$ cat src/rtl/aclink_irq_pkg.sv
package aclink_irq_pkg;

    localparam int REG_STATUS = 0;
    localparam int REG_ENABLE = 1;

    typedef enum logic [1:0] {
        SD_IDLE,
        SD_HAVE_ADDR,
        SD_HAVE_DATA
    } sd_state_e;

endpackage

$ cat src/rtl/aclink_w1c_bank.sv
module aclink_w1c_bank #(
    parameter int N = 10
) (
    input  logic         clk,
    input  logic         rst_n,
    input  logic [N-1:0] set_i,
    input  logic [N-1:0] clr_i,
    output logic [N-1:0] q_o
);
    for (genvar i = 0; i < N; i++) begin : g_bit
        always_ff @(posedge clk or negedge rst_n) begin
            if (!rst_n) begin
                q_o[i] <= 1'b0;
            end else if (set_i[i]) begin
                // a set event wins over a clear in the same cycle
                q_o[i] <= 1'b1;
            end else if (clr_i[i]) begin
                q_o[i] <= 1'b0;
            end
        end
    end
endmodule

$ cat src/rtl/aclink_sd_fsm.sv
module aclink_sd_fsm
    import aclink_irq_pkg::*;
(
    input  logic clk,
    input  logic rst_n,
    input  logic addr_rx,
    input  logic data_rx,
    output logic done_o
);
    sd_state_e state_q, state_d;

    always_ff @(posedge clk or negedge rst_n) begin
        if (!rst_n) state_q <= SD_IDLE;
        else        state_q <= state_d;
    end

    always_comb begin
        state_d = state_q;
        done_o  = 1'b0;
        unique case (state_q)
            SD_IDLE: begin
                if (addr_rx && data_rx) done_o  = 1'b1;
                else if (addr_rx)       state_d = SD_HAVE_ADDR;
                else if (data_rx)       state_d = SD_HAVE_DATA;
            end
            SD_HAVE_ADDR: begin
                if (data_rx) begin
                    done_o  = 1'b1;
                    state_d = SD_IDLE;
                end
            end
            SD_HAVE_DATA: begin
                if (addr_rx) begin
                    done_o  = 1'b1;
                    state_d = SD_IDLE;
                end
            end
            default: state_d = SD_IDLE;
        endcase
    end
endmodule

$ cat src/rtl/aclink_irq_merge.sv
module aclink_irq_merge #(
    parameter int N = 12
) (
    input  logic         clk,
    input  logic         rst_n,
    input  logic [N-1:0] sts_i,
    input  logic [N-1:0] en_i,
    output logic         irq_o
);
    logic pending;

    assign pending = |(sts_i & en_i);

    always_ff @(posedge clk or negedge rst_n) begin
        if (!rst_n) irq_o <= 1'b0;
        else        irq_o <= pending;
    end
endmodule

$ cat src/rtl/aclink_irq_unit.sv
module aclink_irq_unit
    import aclink_irq_pkg::*;
#(
    parameter int DATA_W   = 32,
    parameter int ADDR_W   = 2,
    parameter int NUM_FIFO = 5
) (
    input  logic                clk,
    input  logic                rst_n,
    input  logic                reg_wr,
    input  logic [ADDR_W-1:0]   reg_addr,
    input  logic [DATA_W-1:0]   reg_wdata,
    output logic [DATA_W-1:0]   reg_rdata,
    input  logic [NUM_FIFO-1:0] fifo_ovr,
    input  logic [NUM_FIFO-1:0] fifo_udr,
    input  logic                frame_vld,
    input  logic                pri_rdy_bit,
    input  logic                sec_rdy_bit,
    input  logic                gpi_bit,
    input  logic                pri_resume,
    input  logic                sec_resume,
    input  logic                cmd_done,
    input  logic                sts_addr_rx,
    input  logic                sts_data_rx,
    output logic                irq
);
    localparam int W1C_N = NUM_FIFO + 5;
    localparam int NSRC  = NUM_FIFO + 7;

    logic             wr_sts, wr_en, sd_done;
    logic [W1C_N-1:0] set_v, clr_v, w1c_q;
    logic [1:0]       rdy_q;
    logic [NSRC-1:0]  sts, en_q;

    assign wr_sts = reg_wr && (reg_addr == ADDR_W'(REG_STATUS));
    assign wr_en  = reg_wr && (reg_addr == ADDR_W'(REG_ENABLE));

    assign set_v = {sd_done, cmd_done, sec_resume, pri_resume,
                    frame_vld & gpi_bit, fifo_ovr | fifo_udr};
    assign clr_v = wr_sts ? reg_wdata[W1C_N-1:0] : '0;

    aclink_w1c_bank #(.N(W1C_N)) w1c_i (
        .clk   (clk),
        .rst_n (rst_n),
        .set_i (set_v),
        .clr_i (clr_v),
        .q_o   (w1c_q)
    );

    aclink_sd_fsm sd_i (
        .clk     (clk),
        .rst_n   (rst_n),
        .addr_rx (sts_addr_rx),
        .data_rx (sts_data_rx),
        .done_o  (sd_done)
    );

    // codec-ready bits mirror the last received frame
    always_ff @(posedge clk or negedge rst_n) begin
        if (!rst_n)         rdy_q <= '0;
        else if (frame_vld) rdy_q <= {sec_rdy_bit, pri_rdy_bit};
    end

    always_ff @(posedge clk or negedge rst_n) begin
        if (!rst_n)     en_q <= '0;
        else if (wr_en) en_q <= reg_wdata[NSRC-1:0];
    end

    assign sts = {rdy_q, w1c_q};

    always_comb begin
        reg_rdata = '0;
        if (reg_addr == ADDR_W'(REG_STATUS))      reg_rdata[NSRC-1:0] = sts;
        else if (reg_addr == ADDR_W'(REG_ENABLE)) reg_rdata[NSRC-1:0] = en_q;
    end

    aclink_irq_merge #(.N(NSRC)) merge_i (
        .clk   (clk),
        .rst_n (rst_n),
        .sts_i (sts),
        .en_i  (en_q),
        .irq_o (irq)
    );
endmodule

$ cat config.mk
export PLATFORM = sky130hd
export DESIGN_NAME = aclink_irq_unit
export DESIGN_NICKNAME = d
export VERILOG_FILES = /design/src/rtl/aclink_irq_pkg.sv /design/src/rtl/aclink_w1c_bank.sv /design/src/rtl/aclink_sd_fsm.sv /design/src/rtl/aclink_irq_merge.sv /design/src/rtl/aclink_irq_unit.sv
export SDC_FILE = /design/constraint.sdc
export NUM_CORES = 1
export LEC_CHECK = 0
export BUFFER_PORTS_ARGS = -buffer_cell sky130_fd_sc_hd__buf_2
export CORE_ASPECT_RATIO = 0.8
export CORE_UTILIZATION = 40
export DETAILED_ROUTE_END_ITERATION = 16
export PLACE_DENSITY_LB_ADDON = 0.25
export SKIP_CTS_REPAIR_TIMING = 1
export SYNTH_ARGS = -nofsm -noshare
export SYNTH_HDL_FRONTEND = slang
export SYNTH_HIERARCHICAL = 1
export SYNTH_SLANG_ARGS = --single-unit
$ cat constraint.sdc
create_clock -name clk -period 0.9 [get_ports clk]
set_input_delay 0.045 -clock clk [delete_from_list [all_inputs] [get_ports clk]]
set_output_delay 0.045 -clock clk [all_outputs]
set_load 0.03 [all_outputs]
# Word level (Yosys, flattened, before mapping)
# Index checks and enable logic that the tools add are counted.
dict set report word_totals {
  out_inout_bits 33
  register_bits 27
  in_bits 56
}
dict set report classes {
  n_eq_ne 7
  bitwise_logic 3
  n_reduce_logical 17
  muxes 33
}
# cell count
set op_table {}
lappend op_table {{12-bit two-way mux} 2}
lappend op_table {{1-bit two-way mux} 23}
lappend op_table {{2-bit nonzero test} 10}
lappend op_table {{12-bit AND} 1}
lappend op_table {{12-bit OR reduction} 1}
lappend op_table {{10-bit two-way mux} 1}
lappend op_table {{2-bit two-way mux} 5}
lappend op_table {{2-bit inequality test (second input constant)} 3}
lappend op_table {{2-bit one-hot mux with 3 select lines} 1}
lappend op_table {{5-bit OR} 1}
lappend op_table {{2-bit by 1-bit == test with 1-bit output (second input constant)} 2}
lappend op_table {{2-bit logical NOT} 2}
lappend op_table {{4-bit AND reduction} 1}
lappend op_table {{1-bit logical AND} 3}
lappend op_table {{3-bit inequality test (second input constant)} 1}
lappend op_table {{1-bit one-hot mux with 3 select lines} 1}
lappend op_table {{2-bit == test (second input constant)} 1}
lappend op_table {{1-bit AND} 1}

# Logic depth before layout (Yosys ltp)
dict set report logic_depth {
  ltp_word 5
  ltp_mapped 5
}

# Hierarchy
# Netlist, hierarchy kept.
# mod cells_each n_inst area_per_inst_um2
set by_module_without_submodules {}
lappend by_module_without_submodules {aclink_irq_unit 95 1 1027.2}
lappend by_module_without_submodules {aclink_w1c_bank 30 1 362.8}
lappend by_module_without_submodules {aclink_irq_merge 8 1 101.3}
lappend by_module_without_submodules {aclink_sd_fsm 7 1 75.1}

# Least setup slack after synthesis
# Ideal clock, no wire load.
dict set report synth_path {
  path_type {reg-to-reg}
  start {reg w1c_i.q_o[7]}
  end {reg merge_i.irq_o}
  arrival_ns 0.837
  setup_time_ns 0.133
  path_slack_ns -0.070
  required_time_ns 0.767
  path_stages_with_launch 4
  path_cell_list {dfrtp_1 > a22o_1 > a221oi_2 > nand3_1}
}
dict set report synth_via {
  elab_chain_cells 2
}
# element line
set synth_rtl {}
lappend synth_rtl {{start: declaration} aclink_w1c_bank.sv:8} ;# output logic [N-1:0] q_o
lappend synth_rtl {{start signal: indexed assignment} aclink_w1c_bank.sv:13} ;# q_o[i] <= 1'b0;
lappend synth_rtl {{start signal: indexed assignment} aclink_w1c_bank.sv:16} ;# q_o[i] <= 1'b1;
lappend synth_rtl {{start signal: indexed assignment} aclink_w1c_bank.sv:18} ;# q_o[i] <= 1'b0;
lappend synth_rtl {{12-bit AND} aclink_irq_merge.sv:12} ;# assign pending = |(sts_i & en_i);
lappend synth_rtl {{12-bit OR reduction} aclink_irq_merge.sv:12}
lappend synth_rtl {{net merge_i.pending} aclink_irq_merge.sv:10} ;# logic pending;
lappend synth_rtl {{end signal: assignment} aclink_irq_merge.sv:16} ;# else irq_o <= pending;
lappend synth_rtl {{end: declaration} aclink_irq_merge.sv:8} ;# output logic irq_o
# The timed path passes the listed nets, and every way through them passes these cells.
# A chain may end at the register's enable or synchronous reset.

# Final worst setup path
dict set report layout_path {
  start {reg en_q[11]}
  end {out reg_rdata[11]}
}
dict set report layout_via {
  elab_chain_cells 2
}
# element line
set layout_rtl {}
lappend layout_rtl {{start: declaration} aclink_irq_unit.sv:33} ;# logic [NSRC-1:0] sts, en_q;
lappend layout_rtl {{start signal: assignment} aclink_irq_unit.sv:66} ;# else if (wr_en) en_q <= reg_wdata[NSRC-1:0];
lappend layout_rtl {{12-bit two-way mux} aclink_irq_unit.sv:74} ;# else if (reg_addr == ADDR_W'(REG_ENABLE)) reg_rdata[NSRC-1:0] = en_q;
lappend layout_rtl {{12-bit two-way mux} aclink_irq_unit.sv:73} ;# if (reg_addr == ADDR_W'(REG_STATUS)) reg_rdata[NSRC-1:0] = sts;
lappend layout_rtl {{end: declaration} aclink_irq_unit.sv:13} ;# output logic [DATA_W-1:0] reg_rdata,
# No other way between the ends.

==> results.txt <==
cells along the critical path = buf_6 -> mux2i_2 -> nor2_1 -> buf_4
Avg Synthesized Cell Area = 11.2 um^2
clk sink count = 27
final setup margin = -0.328 ns
share of the synthesized area in the top cell type = 43.1%
commonest cells after routing, fill and taps aside = sky130_fd_sc_hd__buf_2, sky130_fd_sc_hd__dfrtp_1, sky130_fd_sc_hd__buf_4, sky130_fd_sc_hd__buf_6, sky130_fd_sc_hd__conb_1
Max H-tree Level = 1
number of vias after detailed routing = 1227
leading cell type in the layout, fill and taps excluded = sky130_fd_sc_hd__buf_2
DIE AREA = 4170 um^2
CTS tree = yes
1st-pass router iterations = 4
Post-route DRC = 0
cell at the root of the clock tree = sky130_fd_sc_hd__clkbuf_8
post-placement cell count = 254
Sequential Area = 676 um^2
Final Wtd Congestion = 0.728
post-synth cell types = 20
PD cells = 1470 nW/um^2
vias in the first global route = 1091
count of final hold-check violations = 0
Post-Syn Instances = 140
maximum clock path buffer count = 2
remaining antenna violation count after routing = 0
Area growth syn-to-layout = 49.3%
clock latency on the worst-skew pair = 0.27 ns
synthesis warning total = 6
area of the multi-input gates = 805 um^2
type of the setup path with the least slack = register to primary output
synthesized flop and latch total = 27
failing checks = setup timing
CP max stage delay = 0.41 ns
final max-slew violation count = 0
maximum number of pins on one net before global-route repair = 28
per-cell routed wire length = 12.4 um
Total Neg Setup Slack = -3.16 ns
Std-Cell Rows = 19
Peak supply drop = 0.715 mV
Top Ports = 89
unrepaired setup endpoints after global routing = yes
cell leakage power = 1.14 nW
All-Layer GR Usage = 16.1%
ranking of synthesized cells by area = sky130_fd_sc_hd__dfrtp_1, sky130_fd_sc_hd__buf_4, sky130_fd_sc_hd__mux2_4
Core Box Area = 3590 um^2
final setup fails = 13
number of filler instances in the final layout = 300
MaxCap Viol Count = 0
IO Port Bufs = 48
post-layout min period = 1.23 ns
sequential area share after synthesis = 43.1%
Final HPWL DP = 2.52 mm
largest fanout on the critical path = 2
DIE HEIGHT = 58.0 um
kind of path behind the tightest hold check = input pin to register
number of cells in the finished layout apart from fillers = 284
clock-pin slew of the registers on the worst-case setup and hold paths = 0.09 ns
fmax = 0.815 GHz
number of antenna violations at the first check in global routing = 0
initial core utilization = 43.6%
layout cell share with drive strength beyond 1 = 54.7%
fin util = 65.1%
DRT Wirelength = 3.52 mm
Avg Vias per Cell = 4.32
data required time of the critical path = 0.85 ns
number of antenna repair diodes = 0
first-pass GRT wire length = 5.09 mm
TritonCTS Buffers = 3
die width = 72.0 um
CP startpoint kind = register
post-synth design cell area = 1570 um^2
endpoint type of the worst setup path = primary output
category of cells accounting for the largest share of critical-path delay = flip-flops
number of nets in the layout = 289
fin crit share = 136%
count of buffering cells on the critical path with inverters included = 2
result of the run = finished, violations left
first-iteration detailed-routing DRC count = 80
Congestion Overflow GR = 0
CP max stage cell = sky130_fd_sc_hd__dfrtp_1
cell type with the largest total area after synthesis = sky130_fd_sc_hd__dfrtp_1
Clock Skew = 0.000656 ns
Arrival @ worst endpoint = 1.18 ns
-- per-stage QoR --
| stage | cell area [um^2] | setup slack (ns) | power, mW | hold WS (ns) |
|---|---|---|---|---|
| after floorplan | 1670 | -0.0688 | 2.16 | -0.251 |
| after global placement | 1940 | -0.118 | 2.42 | 0.0572 |
| after detailed placement | 1940 | -0.152 | 2.45 | 0.0706 |
| after CTS | 1980 | -0.362 | 3.15 | -0.236 |
| after global routing | 2340 | -0.389 | 3.63 | 0.00294 |
| final | 2340 | -0.328 | 3.43 | 0.0121 |
-- area by class of cell --
cell class / count / area share (%)
Tap cell: 52 / 2.78
Multi-Input combinational cell: 98 / 34.4
Timing Repair Buffer: 93 / 30.3
Clock inverter: 1 / 0.214
Sequential cell: 27 / 28.9
Clock buffer: 3 / 1.77
Inverter: 10 / 1.61
-- cell usage after synthesis --
cell / instances
sky130_fd_sc_hd__dfrtp_1: 27
sky130_fd_sc_hd__buf_4: 22
sky130_fd_sc_hd__nor2_1: 14
sky130_fd_sc_hd__mux2i_1: 12
sky130_fd_sc_hd__and2_1: 11
sky130_fd_sc_hd__a21o_1: 10
sky130_fd_sc_hd__inv_1: 10
sky130_fd_sc_hd__mux2_4: 10
sky130_fd_sc_hd__or2_2: 5
sky130_fd_sc_hd__mux2_2: 4
sky130_fd_sc_hd__a221oi_2: 3
sky130_fd_sc_hd__a22o_1: 3
sky130_fd_sc_hd__nor3_1: 2
sky130_fd_sc_hd__a211oi_1: 1
sky130_fd_sc_hd__buf_6: 1
sky130_fd_sc_hd__clkbuf_1: 1
sky130_fd_sc_hd__conb_1: 1
sky130_fd_sc_hd__nand3_1: 1
sky130_fd_sc_hd__nand3b_4: 1
sky130_fd_sc_hd__nor3b_2: 1
-- metal layers --
metal | up-vias | share of wire (%) | global-route usage [%]
met2 | 49 | 50 | 27.2
met5 | - | 0 | 0
met1 | 568 | 44 | 21.7
met3 | 2 | 5.1 | 3.83
li1 | 608 | - | -
met4 | 0 | 0.37 | 2.52
-- report_power, final --
part	leakage [nW]	total [mW]	internal, mW	switching (mW)
combinational	0.827	1.30	0.710	0.588
clock	0.0255	0.684	0.310	0.374
sequential	0.291	1.45	1.35	0.101
total	1.14	3.43	2.37	1.06
-- registers in the layout, indices dropped and copies added, names as in the netlist --
register	flops
rdy_q	2
w1c_i/q_o	10
merge_i/irq_o	1
en_q	12
sd_i/state_q	2
-- logic make-up after synthesis --
family | Yosys count | synth area share [%]
AO/OA/AOI/OAI | 17 | 9.82
buffers and inverters | 34 | 13.9
flip-flops | 27 | 43.1
multiplexers | 26 | 20.1
other | 1 | 0.239
AND/OR/NAND/NOR | 35 | 12.8
-- path summary, 6_finish.rpt --
kind,from,to,slack (ns),depth (start not counted)
min reg2reg,sd_i/state_q[0]$_DFFE_PN0P_,sd_i/state_q[1]$_DFFE_PN0P_,0.49,1
max,en_q[11]$_DFFE_PN0P_,reg_rdata[11],-0.33,4
max reg2reg,w1c_i/q_o[7]$_DFFE_PN0P_,merge_i/irq_o$_DFF_PN0_,-0.26,4
min in group asynchronous,rst_n,w1c_i/q_o[4]$_DFFE_PN0P_,0.30,3
max in group asynchronous,rst_n,sd_i/state_q[0]$_DFFE_PN0P_,0.34,3
min,reg_wdata[10],en_q[10]$_DFFE_PN0P_,0.01,2
Note: power is estimated with default switching activity, not from simulation.
